### config.mk
export PLATFORM = sky130hd
export DESIGN_NAME = blkmove_engine
export DESIGN_NICKNAME = d
export VERILOG_FILES = /design/src/rtl/blkmove_pkg.sv /design/src/rtl/blkmove_datapath.sv /design/src/rtl/blkmove_ctrl.sv /design/src/rtl/blkmove_engine.sv
export SDC_FILE = /design/constraint.sdc
export NUM_CORES = 1
export LEC_CHECK = 0
export BUFFER_PORTS_ARGS = -buffer_cell sky130_fd_sc_hd__clkbuf_2
export CAP_MARGIN = 5
export CELL_PAD_IN_SITES_DETAIL_PLACEMENT = 0
export CELL_PAD_IN_SITES_GLOBAL_PLACEMENT = 1
export CORE_AREA = 2 2 116 118
export CTS_CLUSTER_DIAMETER = 150
export DETAILED_ROUTE_END_ITERATION = 10
export DIE_AREA = 0 0 118 120
export GPL_TIMING_DRIVEN = 0
export PLACE_DENSITY = 0.92
export RECOVER_POWER = 100
export SETUP_SLACK_MARGIN = 0.3
export SKIP_CTS_REPAIR_TIMING = 1
export SYNTH_ARGS = -nofsm -noshare
export SYNTH_HDL_FRONTEND = slang
export SYNTH_SLANG_ARGS = --single-unit
export TNS_END_PERCENT = 50
### constraint.sdc
create_clock -name clk -period 6.3 [get_ports clk]
set_input_delay 1.89 -clock clk [delete_from_list [all_inputs] [get_ports clk]]
set_output_delay 1.89 -clock clk [all_outputs]
set_load 0.02 [all_outputs]
### src/rtl/blkmove_pkg.sv
package blkmove_pkg;

  typedef enum logic [1:0] {
    ST_IDLE,
    ST_READ,
    ST_WRITE,
    ST_STEP
  } seqState_t;

  typedef struct packed {
    logic load;      // take initial values from the command inputs
    logic capture;   // latch read data
    logic step;      // advance pointers, count and flags
    logic isSearch;  // step is a scan step
    logic down;      // descending pointers
    logic useDst;    // address the destination pointer
  } ctlStrobe_t;

endpackage

### src/rtl/blkmove_datapath.sv
module blkmove_datapath
  import blkmove_pkg::*;
#(
  parameter int AW = 16,
  parameter int DW = 8,
  parameter int CW = 16
) (
  input  logic          clk,
  input  logic          rstN,
  input  ctlStrobe_t    ctl,
  input  logic [AW-1:0] initSrc,
  input  logic [AW-1:0] initDst,
  input  logic [CW-1:0] initCnt,
  input  logic [DW-1:0] initAcc,
  input  logic [DW-1:0] memRdata,
  output logic [AW-1:0] memAddr,
  output logic [DW-1:0] memWdata,
  output logic [AW-1:0] src,
  output logic [AW-1:0] dst,
  output logic [CW-1:0] cnt,
  output logic          flagZ,
  output logic          flagPv,
  output logic          flagH,
  output logic          flagN,
  output logic          rdMatch,
  output logic          heldMatch,
  output logic          cntLast
);

  localparam logic [AW-1:0] PTR_ONE = AW'(1);
  localparam logic [CW-1:0] CNT_ONE = CW'(1);
  localparam int            NIB     = (DW >= 4) ? 4 : DW;

  logic [DW-1:0] acc;
  logic [DW-1:0] dataReg;
  logic [AW-1:0] srcNext;
  logic [AW-1:0] dstNext;
  logic          halfBorrow;

  assign srcNext    = ctl.down ? (src - PTR_ONE) : (src + PTR_ONE);
  assign dstNext    = ctl.down ? (dst - PTR_ONE) : (dst + PTR_ONE);
  assign rdMatch    = (memRdata == acc);
  assign heldMatch  = (dataReg == acc);
  assign cntLast    = (cnt == CNT_ONE);
  assign halfBorrow = (acc[NIB-1:0] < dataReg[NIB-1:0]);
  assign memAddr    = ctl.useDst ? dst : src;
  assign memWdata   = dataReg;

  always_ff @(posedge clk) begin
    if (!rstN) begin
      src     <= '0;
      dst     <= '0;
      cnt     <= '0;
      acc     <= '0;
      dataReg <= '0;
      flagZ   <= 1'b0;
      flagPv  <= 1'b0;
      flagH   <= 1'b0;
      flagN   <= 1'b0;
    end else begin
      if (ctl.load) begin
        src <= initSrc;
        dst <= initDst;
        cnt <= initCnt;
        acc <= initAcc;
      end
      if (ctl.capture) begin
        dataReg <= memRdata;
      end
      if (ctl.step) begin
        src    <= srcNext;
        cnt    <= cnt - CNT_ONE;
        flagPv <= !cntLast;
        if (ctl.isSearch) begin
          flagZ <= heldMatch;
          flagH <= halfBorrow;
          flagN <= 1'b1;
        end else begin
          dst   <= dstNext;
          flagH <= 1'b0;
          flagN <= 1'b0;
        end
      end
    end
  end

  AST_CNT_DEC: assert property (@(posedge clk) disable iff (!rstN)
    ctl.step |=> cnt == $past(cnt) - CNT_ONE);
  AST_SCAN_DST_HOLD: assert property (@(posedge clk) disable iff (!rstN)
    (ctl.step && ctl.isSearch) |=> dst == $past(dst));
  AST_MOVE_CLEARS: assert property (@(posedge clk) disable iff (!rstN)
    (ctl.step && !ctl.isSearch) |=> (!flagH && !flagN && flagZ == $past(flagZ)));
  AST_PV_TRACK: assert property (@(posedge clk) disable iff (!rstN)
    ctl.step |=> flagPv == (cnt != '0));

endmodule

### src/rtl/blkmove_ctrl.sv
module blkmove_ctrl
  import blkmove_pkg::*;
(
  input  logic       clk,
  input  logic       rstN,
  input  logic       cmdStart,
  input  logic       opSearch,
  input  logic       opDown,
  input  logic       opRepeat,
  input  logic       opSkipEq,
  input  logic       memReady,
  input  logic       rdMatch,
  input  logic       heldMatch,
  input  logic       cntLast,
  output ctlStrobe_t ctl,
  output logic       memRd,
  output logic       memWr,
  output logic       busy,
  output logic       done
);

  seqState_t state, stateNext;
  logic modeSearch, modeDown, modeRepeat, modeSkip;
  logic finishing;

  always_comb begin
    ctl          = '0;
    ctl.isSearch = modeSearch;
    ctl.down     = modeDown;
    memRd        = 1'b0;
    memWr        = 1'b0;
    finishing    = 1'b0;
    stateNext    = state;
    unique case (state)
      ST_IDLE: begin
        if (cmdStart) begin
          ctl.load  = 1'b1;
          stateNext = ST_READ;
        end
      end
      ST_READ: begin
        memRd = 1'b1;
        if (memReady) begin
          ctl.capture = 1'b1;
          stateNext   = (modeSearch || (modeSkip && rdMatch)) ? ST_STEP : ST_WRITE;
        end
      end
      ST_WRITE: begin
        memWr      = 1'b1;
        ctl.useDst = 1'b1;
        if (memReady) begin
          stateNext = ST_STEP;
        end
      end
      ST_STEP: begin
        ctl.step = 1'b1;
        if (modeRepeat && !cntLast && !(modeSearch && heldMatch)) begin
          stateNext = ST_READ;
        end else begin
          finishing = 1'b1;
          stateNext = ST_IDLE;
        end
      end
      default: stateNext = ST_IDLE;
    endcase
  end

  always_ff @(posedge clk) begin
    if (!rstN) begin
      state      <= ST_IDLE;
      done       <= 1'b0;
      modeSearch <= 1'b0;
      modeDown   <= 1'b0;
      modeRepeat <= 1'b0;
      modeSkip   <= 1'b0;
    end else begin
      state <= stateNext;
      done  <= finishing;
      if (ctl.load) begin
        modeSearch <= opSearch;
        modeDown   <= opDown;
        modeRepeat <= opRepeat;
        modeSkip   <= opSkipEq && !opSearch;
      end
    end
  end

  assign busy = (state != ST_IDLE);

  AST_DONE_SINGLE: assert property (@(posedge clk) disable iff (!rstN)
    done |=> !done);
  AST_START_IGNORED: assert property (@(posedge clk) disable iff (!rstN)
    (busy && cmdStart) |-> !ctl.load);
  AST_NO_RDWR: assert property (@(posedge clk) disable iff (!rstN)
    !(memRd && memWr));

endmodule

### src/rtl/blkmove_engine.sv
module blkmove_engine
  import blkmove_pkg::*;
#(
  parameter int AW = 16,
  parameter int DW = 8,
  parameter int CW = 16
) (
  input  logic          clk,
  input  logic          rstN,
  input  logic          cmdStart,
  input  logic          opSearch,
  input  logic          opDown,
  input  logic          opRepeat,
  input  logic          opSkipEq,
  input  logic [AW-1:0] srcIn,
  input  logic [AW-1:0] dstIn,
  input  logic [CW-1:0] cntIn,
  input  logic [DW-1:0] accIn,
  output logic [AW-1:0] srcOut,
  output logic [AW-1:0] dstOut,
  output logic [CW-1:0] cntOut,
  output logic          flagZ,
  output logic          flagPv,
  output logic          flagH,
  output logic          flagN,
  output logic          busy,
  output logic          done,
  output logic [AW-1:0] memAddr,
  output logic          memRd,
  output logic          memWr,
  output logic [DW-1:0] memWdata,
  input  logic [DW-1:0] memRdata,
  input  logic          memReady
);

  ctlStrobe_t ctl;
  logic rdMatch, heldMatch, cntLast;

  blkmove_ctrl u_ctrl (
    .clk       (clk),
    .rstN      (rstN),
    .cmdStart  (cmdStart),
    .opSearch  (opSearch),
    .opDown    (opDown),
    .opRepeat  (opRepeat),
    .opSkipEq  (opSkipEq),
    .memReady  (memReady),
    .rdMatch   (rdMatch),
    .heldMatch (heldMatch),
    .cntLast   (cntLast),
    .ctl       (ctl),
    .memRd     (memRd),
    .memWr     (memWr),
    .busy      (busy),
    .done      (done)
  );

  blkmove_datapath #(.AW(AW), .DW(DW), .CW(CW)) u_dp (
    .clk       (clk),
    .rstN      (rstN),
    .ctl       (ctl),
    .initSrc   (srcIn),
    .initDst   (dstIn),
    .initCnt   (cntIn),
    .initAcc   (accIn),
    .memRdata  (memRdata),
    .memAddr   (memAddr),
    .memWdata  (memWdata),
    .src       (srcOut),
    .dst       (dstOut),
    .cnt       (cntOut),
    .flagZ     (flagZ),
    .flagPv    (flagPv),
    .flagH     (flagH),
    .flagN     (flagN),
    .rdMatch   (rdMatch),
    .heldMatch (heldMatch),
    .cntLast   (cntLast)
  );

  AST_RD_HOLD: assert property (@(posedge clk) disable iff (!rstN)
    (memRd && !memReady) |=> (memRd && $stable(memAddr) && $stable(cntOut)));
  AST_WR_HOLD: assert property (@(posedge clk) disable iff (!rstN)
    (memWr && !memReady) |=> (memWr && $stable(memAddr) && $stable(memWdata)));

endmodule

# [Word-level counts from Yosys, hierarchy flattened]
# Index checks and enable logic that the tools add are counted.
# Widths: inputs -> output; s select.
[word_totals] ff_bits=75 input_bits=72
[op_classes] n_addsub=5 order_cmp=1 eq_ne=9 muxes=26 reduce_logical=15
[op_table] operator="$mux 16" count=10
[op_table] operator="$sub 16x1->16 const B" count=3
[op_table] operator="$add 16x1->16 const B" count=2
[op_table] operator="$eq 16x1->1 const B" count=1
[op_table] operator="$eq 8x8->1" count=2
[op_table] operator="$mux 1" count=12
[op_table] operator="$pmux 2 s4" count=1
[op_table] operator="$mux 2" count=3
[op_table] operator="$ne 2x2->1 const B" count=3
[op_table] operator="$logic_and 1x1->1" count=5
[op_table] operator="$eq 2x2->1 const B" count=2
[op_table] operator="$lt 4x4->1" count=1
[op_table] operator="$reduce_and 2->1" count=2
[op_table] operator="$reduce_bool 2->1" count=2
[op_table] operator="$logic_not 1->1" count=3
[op_table] operator="$reduce_and 3->1" count=1
[op_table] operator="$eq 2x1->1 const B" count=1
[op_table] operator="$logic_not 2->1" count=1
[op_table] operator="$logic_or 1x1->1" count=1

# [Longest topological paths before layout]
[logic_depth] depth_word=6 mapped_depth=9 mapped_depth_nobuf=8

# [Cells and area by module]
# A second synthesis with hierarchy kept.
[hier_totals] hier_cells=627 hier_area_um2=5429.0
[modules_own_cells] module="blkmove_datapath" n_inst=1 cells_each=576 area_per_inst_um2=5008.6
[modules_own_cells] module="blkmove_ctrl" n_inst=1 cells_each=51 area_per_inst_um2=420.4

# [Worst setup path before layout]
# Ideal clock, no wire load.
[synth_timing] kind="reg2out" startpoint="register u_ctrl.state[0]" endpoint="output port memAddr[10]" arrival_ns=1.806 t_required_ns=4.410 path_slack_ns=2.604 stages_incl_launch_ff=6 path_buffers=2 cell_sequence="dfxtp_1 inv_1 ha_1 clkbuf_1 buf_1 mux2_2"
[synth_between] elab_chain_cells=3
[synth_rtl] item="from (decl)" line_no="blkmove_ctrl.sv:22" source="seqState_t state, stateNext;"
[synth_rtl] item="from (signal assigned)" line_no="blkmove_ctrl.sv:77" source="state <= stateNext;"
[synth_rtl] item="$eq 2x2->1"
[synth_rtl] item="$mux 1"
[synth_rtl] item="net memWr" line_no="blkmove_engine.sv:30" source="output logic memWr,"
[synth_rtl] item="$mux 16" line_no="blkmove_datapath.sv:46" source="assign memAddr = ctl.useDst ? dst : src;"
[synth_rtl] item="to (decl)" line_no="blkmove_engine.sv:28" source="output logic [AW-1:0] memAddr,"
# The timed path passes the listed nets, and every way through them passes these cells.

# [Final worst setup path]
[layout_timing] startpoint="register u_ctrl.state[0]" endpoint="output port memAddr[6]"
[layout_between] elab_chain_cells=3
[layout_rtl] item="$eq 2x2->1" line_no="blkmove_ctrl.sv:34" source="unique case (state)"
[layout_rtl] item="$mux 1" line_no="blkmove_ctrl.sv:34"
[layout_rtl] item="$mux 16" line_no="blkmove_datapath.sv:46"
# No other way between the ends.

==> summary.md <==
| Metric | Value |
|---|---|
| Clk slew on worst S/H paths | `60 ps` |
| Setup tns final | `0 ps` |
| First-pass GRT wire length | `~27 mm` |
| Setup Viol. Count Final | `0` |
| DIE WIDTH | `118 um` |
| Gr usage total | `0.240` |
| Syn Nets | `770` |
| Die area | `14200 um2` |
| Switching Power | `0.00129 W` |
| Worst path top cell family by delay | `buffers and inverters` |
| Slew headroom | `0.0219` |
| Iter 0 DRT Violations | `434` |
| Clock insertion delay at the later pin of the skew report | `350 ps` |
| Worst Skew | `9.16 ps` |
| Worst hold slack | `469 ps` |
| Initial antenna violation count | `0` |
| RSZ-0062 raised after global routing | `no` |
| Kind of critical path | `reg -> out` |
| Yosys cell types | `55` |
| End of the worst hold path | `u_ctrl.modeSkip$_SDFFE_PN0P_` |
| Worst-Margin Slew | `around 1500 ps` |
| GR Overflow Total | `0` |
| CP required | `4410 ps` |
| Reg2reg end | `u_dp.dst[11]$_SDFF_PN0_` |
| HPWL Detailed | `12.5 mm` |
| Most common cell in the netlist | `nand2_1` |
| Min-delay worst type | `reg -> reg` |
| DRC Markers | `0` |
| Switching Fraction | `0.481` |
| Worst-path fanout max | `10` |
| Post-synth EDFFs | `0` |
| Antenna-violating nets left | `0` |
| CTS tree | `built` |
| Peak VDD IR | `0.202 mV` |
| Vias in the first global route | `5172` |
| Synthesized cell area | `5080 um2` |
| Hold_sp | `u_ctrl.modeSkip$_SDFFE_PN0P_` |
| Sequential power share | `0.288` |
| Critical path cell sequence | `inv_1, ha_1, clkbuf_1, clkbuf_1, mux2_2, clkbuf_1` |
| Mapped Cells | `657` |
| Post-route insts no fill | `999` |
| Final nets | `between 900 and 1000` |
| Startpoint Class | `flop` |
| CTS buffer count | `9` |
| Die H | `approximately 120 um` |
| Area Growth Syn to Fin | `22.6%` |
| Core ar. | `13000 um2` |
| Comb power frac | `0.517` |
| Critical R2R Launch | `u_ctrl.modeDown$_SDFFE_PN0P_` |
| Cell row count | `42` |
| Via count | `about 5500` |
| Placed Instances | `983` |
| Clock power share | `0.195` |
| Crit-path max cell delay | `480 ps` |
| FF-to-FF setup slack | `about 2700 ps` |
| IO buf count | `150` |
| Area after DPL | `roughly 6100 um2` |
| Final min period | `4400 ps` |
| Fraction of registers with async set/reset | `0` |
| Cells on worst reg2reg path | `8` |
| H-tree Lvls | `3` |
| Yosys reg bits | `75` |
| Top post-synthesis cells by count | `nand2_1, a21oi_1, dfxtp_1` |
| N_diodes | `0` |
| # IOs | `152` |
| Starting Density | `0.392` |
| Synth area leaders | `dfxtp_1, ha_1, a21oi_1, nand2_1, nor2_1` |
| Fin crit share | `0.698` |
| CP arrival | `2510 ps` |
| Leak | `between 2 and 3 nW` |
| Max-Cap Viols | `0` |
| Final GP Congestion | `0.922` |
| Share of cells above drive strength 1 | `0.132` |
| Sequential element share of the synthesized area | `0.295` |
| CTS max path bufs | `2` |
| Top_reg_cell synth | `dfxtp_1` |
| Status | `completed` |
| Wirelength, routed | `roughly 17 mm` |
| Fin. Hold Viols | `0` |
| Root Buffer | `clkbuf_16` |
| CP bufs+invs | `4` |
| Top cell type's share of synthesized area | `0.295` |
| Fmax | `0.227 GHz` |
| YS warnings | `0` |
| Syn avg cell area | `7.74 um2` |
| Largest net degree at the start of global routing | `34` |
| Most frequent CP cell | `clkbuf_1` |
| Int Power | `roughly 0.0014 W` |
| Worst path slowest cell | `clkbuf_1` |
| Largest area contributor in the netlist | `dfxtp_1` |
| DR WL/cell | `approximately 17 um` |
| Final slew viol count | `0` |
| First-pass DRT Iterations | `5` |
| Power per Cell Area | `431 nW/um2` |
| # clock sinks | `75` |
| Vias/cell | `5.47` |
| WHS Path Cells | `2` |
| Crit. End Element | `output pin` |
| Design Area, Final | `6230 um2` |
## flip-flops by register name, indices dropped and copies added, names as in the netlist
register,cells
u_ctrl.done,1
u_dp.dst,16
u_dp.memWdata,8
u_ctrl.modeDown,1
u_dp.flagH,1
u_dp.flagZ,1
u_ctrl.modeRepeat,1
u_ctrl.state,2
u_ctrl.modeSkip,1
u_ctrl.modeSearch,1
u_dp.acc,8
u_dp.src,16
u_dp.flagPv,1
u_dp.flagN,1
u_dp.cnt,16
## power groups by stage
stage,logic [W],clock network [W],registers [W]
detailed placement,0.00141,0,0.000781
global placement,0.00140,0,0.000780
CTS,0.00142,0.000530,0.000770
finish,0.00139,0.000523,0.000772
floorplan,0.000913,0,0.000839
global route,0.00154,0.000543,0.000790
## routing by layer
layer	part of all wire	global-route usage
met5	0	0
met4	0.019	0.0640
met3	0.077	0.0646
met2	0.46	0.398
met1	0.45	0.308
## cells by family after synthesis
logic type	synth area share
XOR/XNOR	0.0672
AO/OA/AOI/OAI	0.239
flip-flops	0.295
buffers and inverters	0.0350
AND/OR/NAND/NOR	0.212
adder cells (fa/ha/maj)	0.104
multiplexers	0.0473
## metrics by stage
stage | power [W] | utilization | worst slack [ps]
CTS | 0.00272 | 0.489 | 1900
detailed placement | 0.00219 | 0.466 | 2290
floorplan | 0.00175 | - | 2600
finish | 0.00268 | 0.480 | 1900
global route | 0.00288 | 0.480 | 1770
global placement | 0.00218 | 0.466 | 2300
## cells in the final DEF, fill, tap and decap left out, types with 3 or more instances in the layout
master | synthesis | layout
o22ai_1 | 3 | 3
xor2_1 | 16 | 16
nand4_1 | 6 | 6
mux2_2 | 16 | 16
dfxtp_1 | 75 | 75
nand2_1 | 115 | 115
a31oi_1 | 8 | 8
and3_1 | 10 | 10
nor4_1 | 5 | 5
mux2i_1 | 6 | 6
o211ai_1 | 3 | 3
a21o_1 | 14 | 14
a211oi_1 | 14 | 14
nor2_1 | 54 | 54
clkinv_2 | 0 | 3
ha_1 | 39 | 39
clkbuf_1 | 26 | 109
a221o_1 | 3 | 3
a311oi_1 | 10 | 10
nor3_1 | 6 | 6
clkbuf_2 | 0 | 69
clkbuf_16 | 0 | 9
nor2b_1 | 5 | 5
a211o_1 | 5 | 5
o21a_1 | 3 | 3
or3_1 | 3 | 3
xnor2_1 | 23 | 23
nand2b_1 | 6 | 6
a2111oi_0 | 2 | 3
o21ai_0 | 22 | 22
inv_1 | 12 | 12
buf_1 | 7 | 5
nand3_1 | 22 | 22
a21oi_1 | 89 | 90
## final cells by class
| class | count | area (um2) |
|---|---|---|
| Fill cell | 1421 | 6750 |
| Multi-Input combinational cell | 535 | 3390 |
| Sequential cell | 75 | 1500 |
| Timing Repair Buffer | 150 | 649 |
| Clock buffer | 9 | 225 |
| Tap cell | 176 | 220 |
| Buffer | 34 | 129 |
| Clock inverter | 7 | 68.8 |
| Inverter | 13 | 48.8 |
## tightest hold or removal path, delay by kind of cell, from the launching register on
| kind | cells | cell delay, ps |
|---|---|---|
| AO/OA/AOI/OAI | 1 | 50 |
| flip-flops | 1 | 320 |
| AND/OR/NAND/NOR | 1 | 60 |
## how the worst max path moves through the flow
| stage | startpoint | to | slack (ps) | depth (start not counted) |
|---|---|---|---|---|
| 2_1_floorplan | u_ctrl.state[0]$_SDFFE_PN0P_ | memAddr[10] | 2600 | 5 |
| 5_1_grt | u_ctrl.state[0]$_SDFFE_PN0P_ | memAddr[7] | 1770 | 6 |
| 6_report | u_ctrl.state[0]$_SDFFE_PN0P_ | memAddr[6] | 1900 | 6 |
| 3_3_place_gp | u_ctrl.state[0]$_SDFFE_PN0P_ | memAddr[6] | 2300 | 6 |
| 4_1_cts | u_ctrl.state[0]$_SDFFE_PN0P_ | memAddr[6] | 1900 | 6 |
| 3_5_place_dp | u_ctrl.state[0]$_SDFFE_PN0P_ | memAddr[6] | 2290 | 6 |
Power figures use the tool's default switching activity.
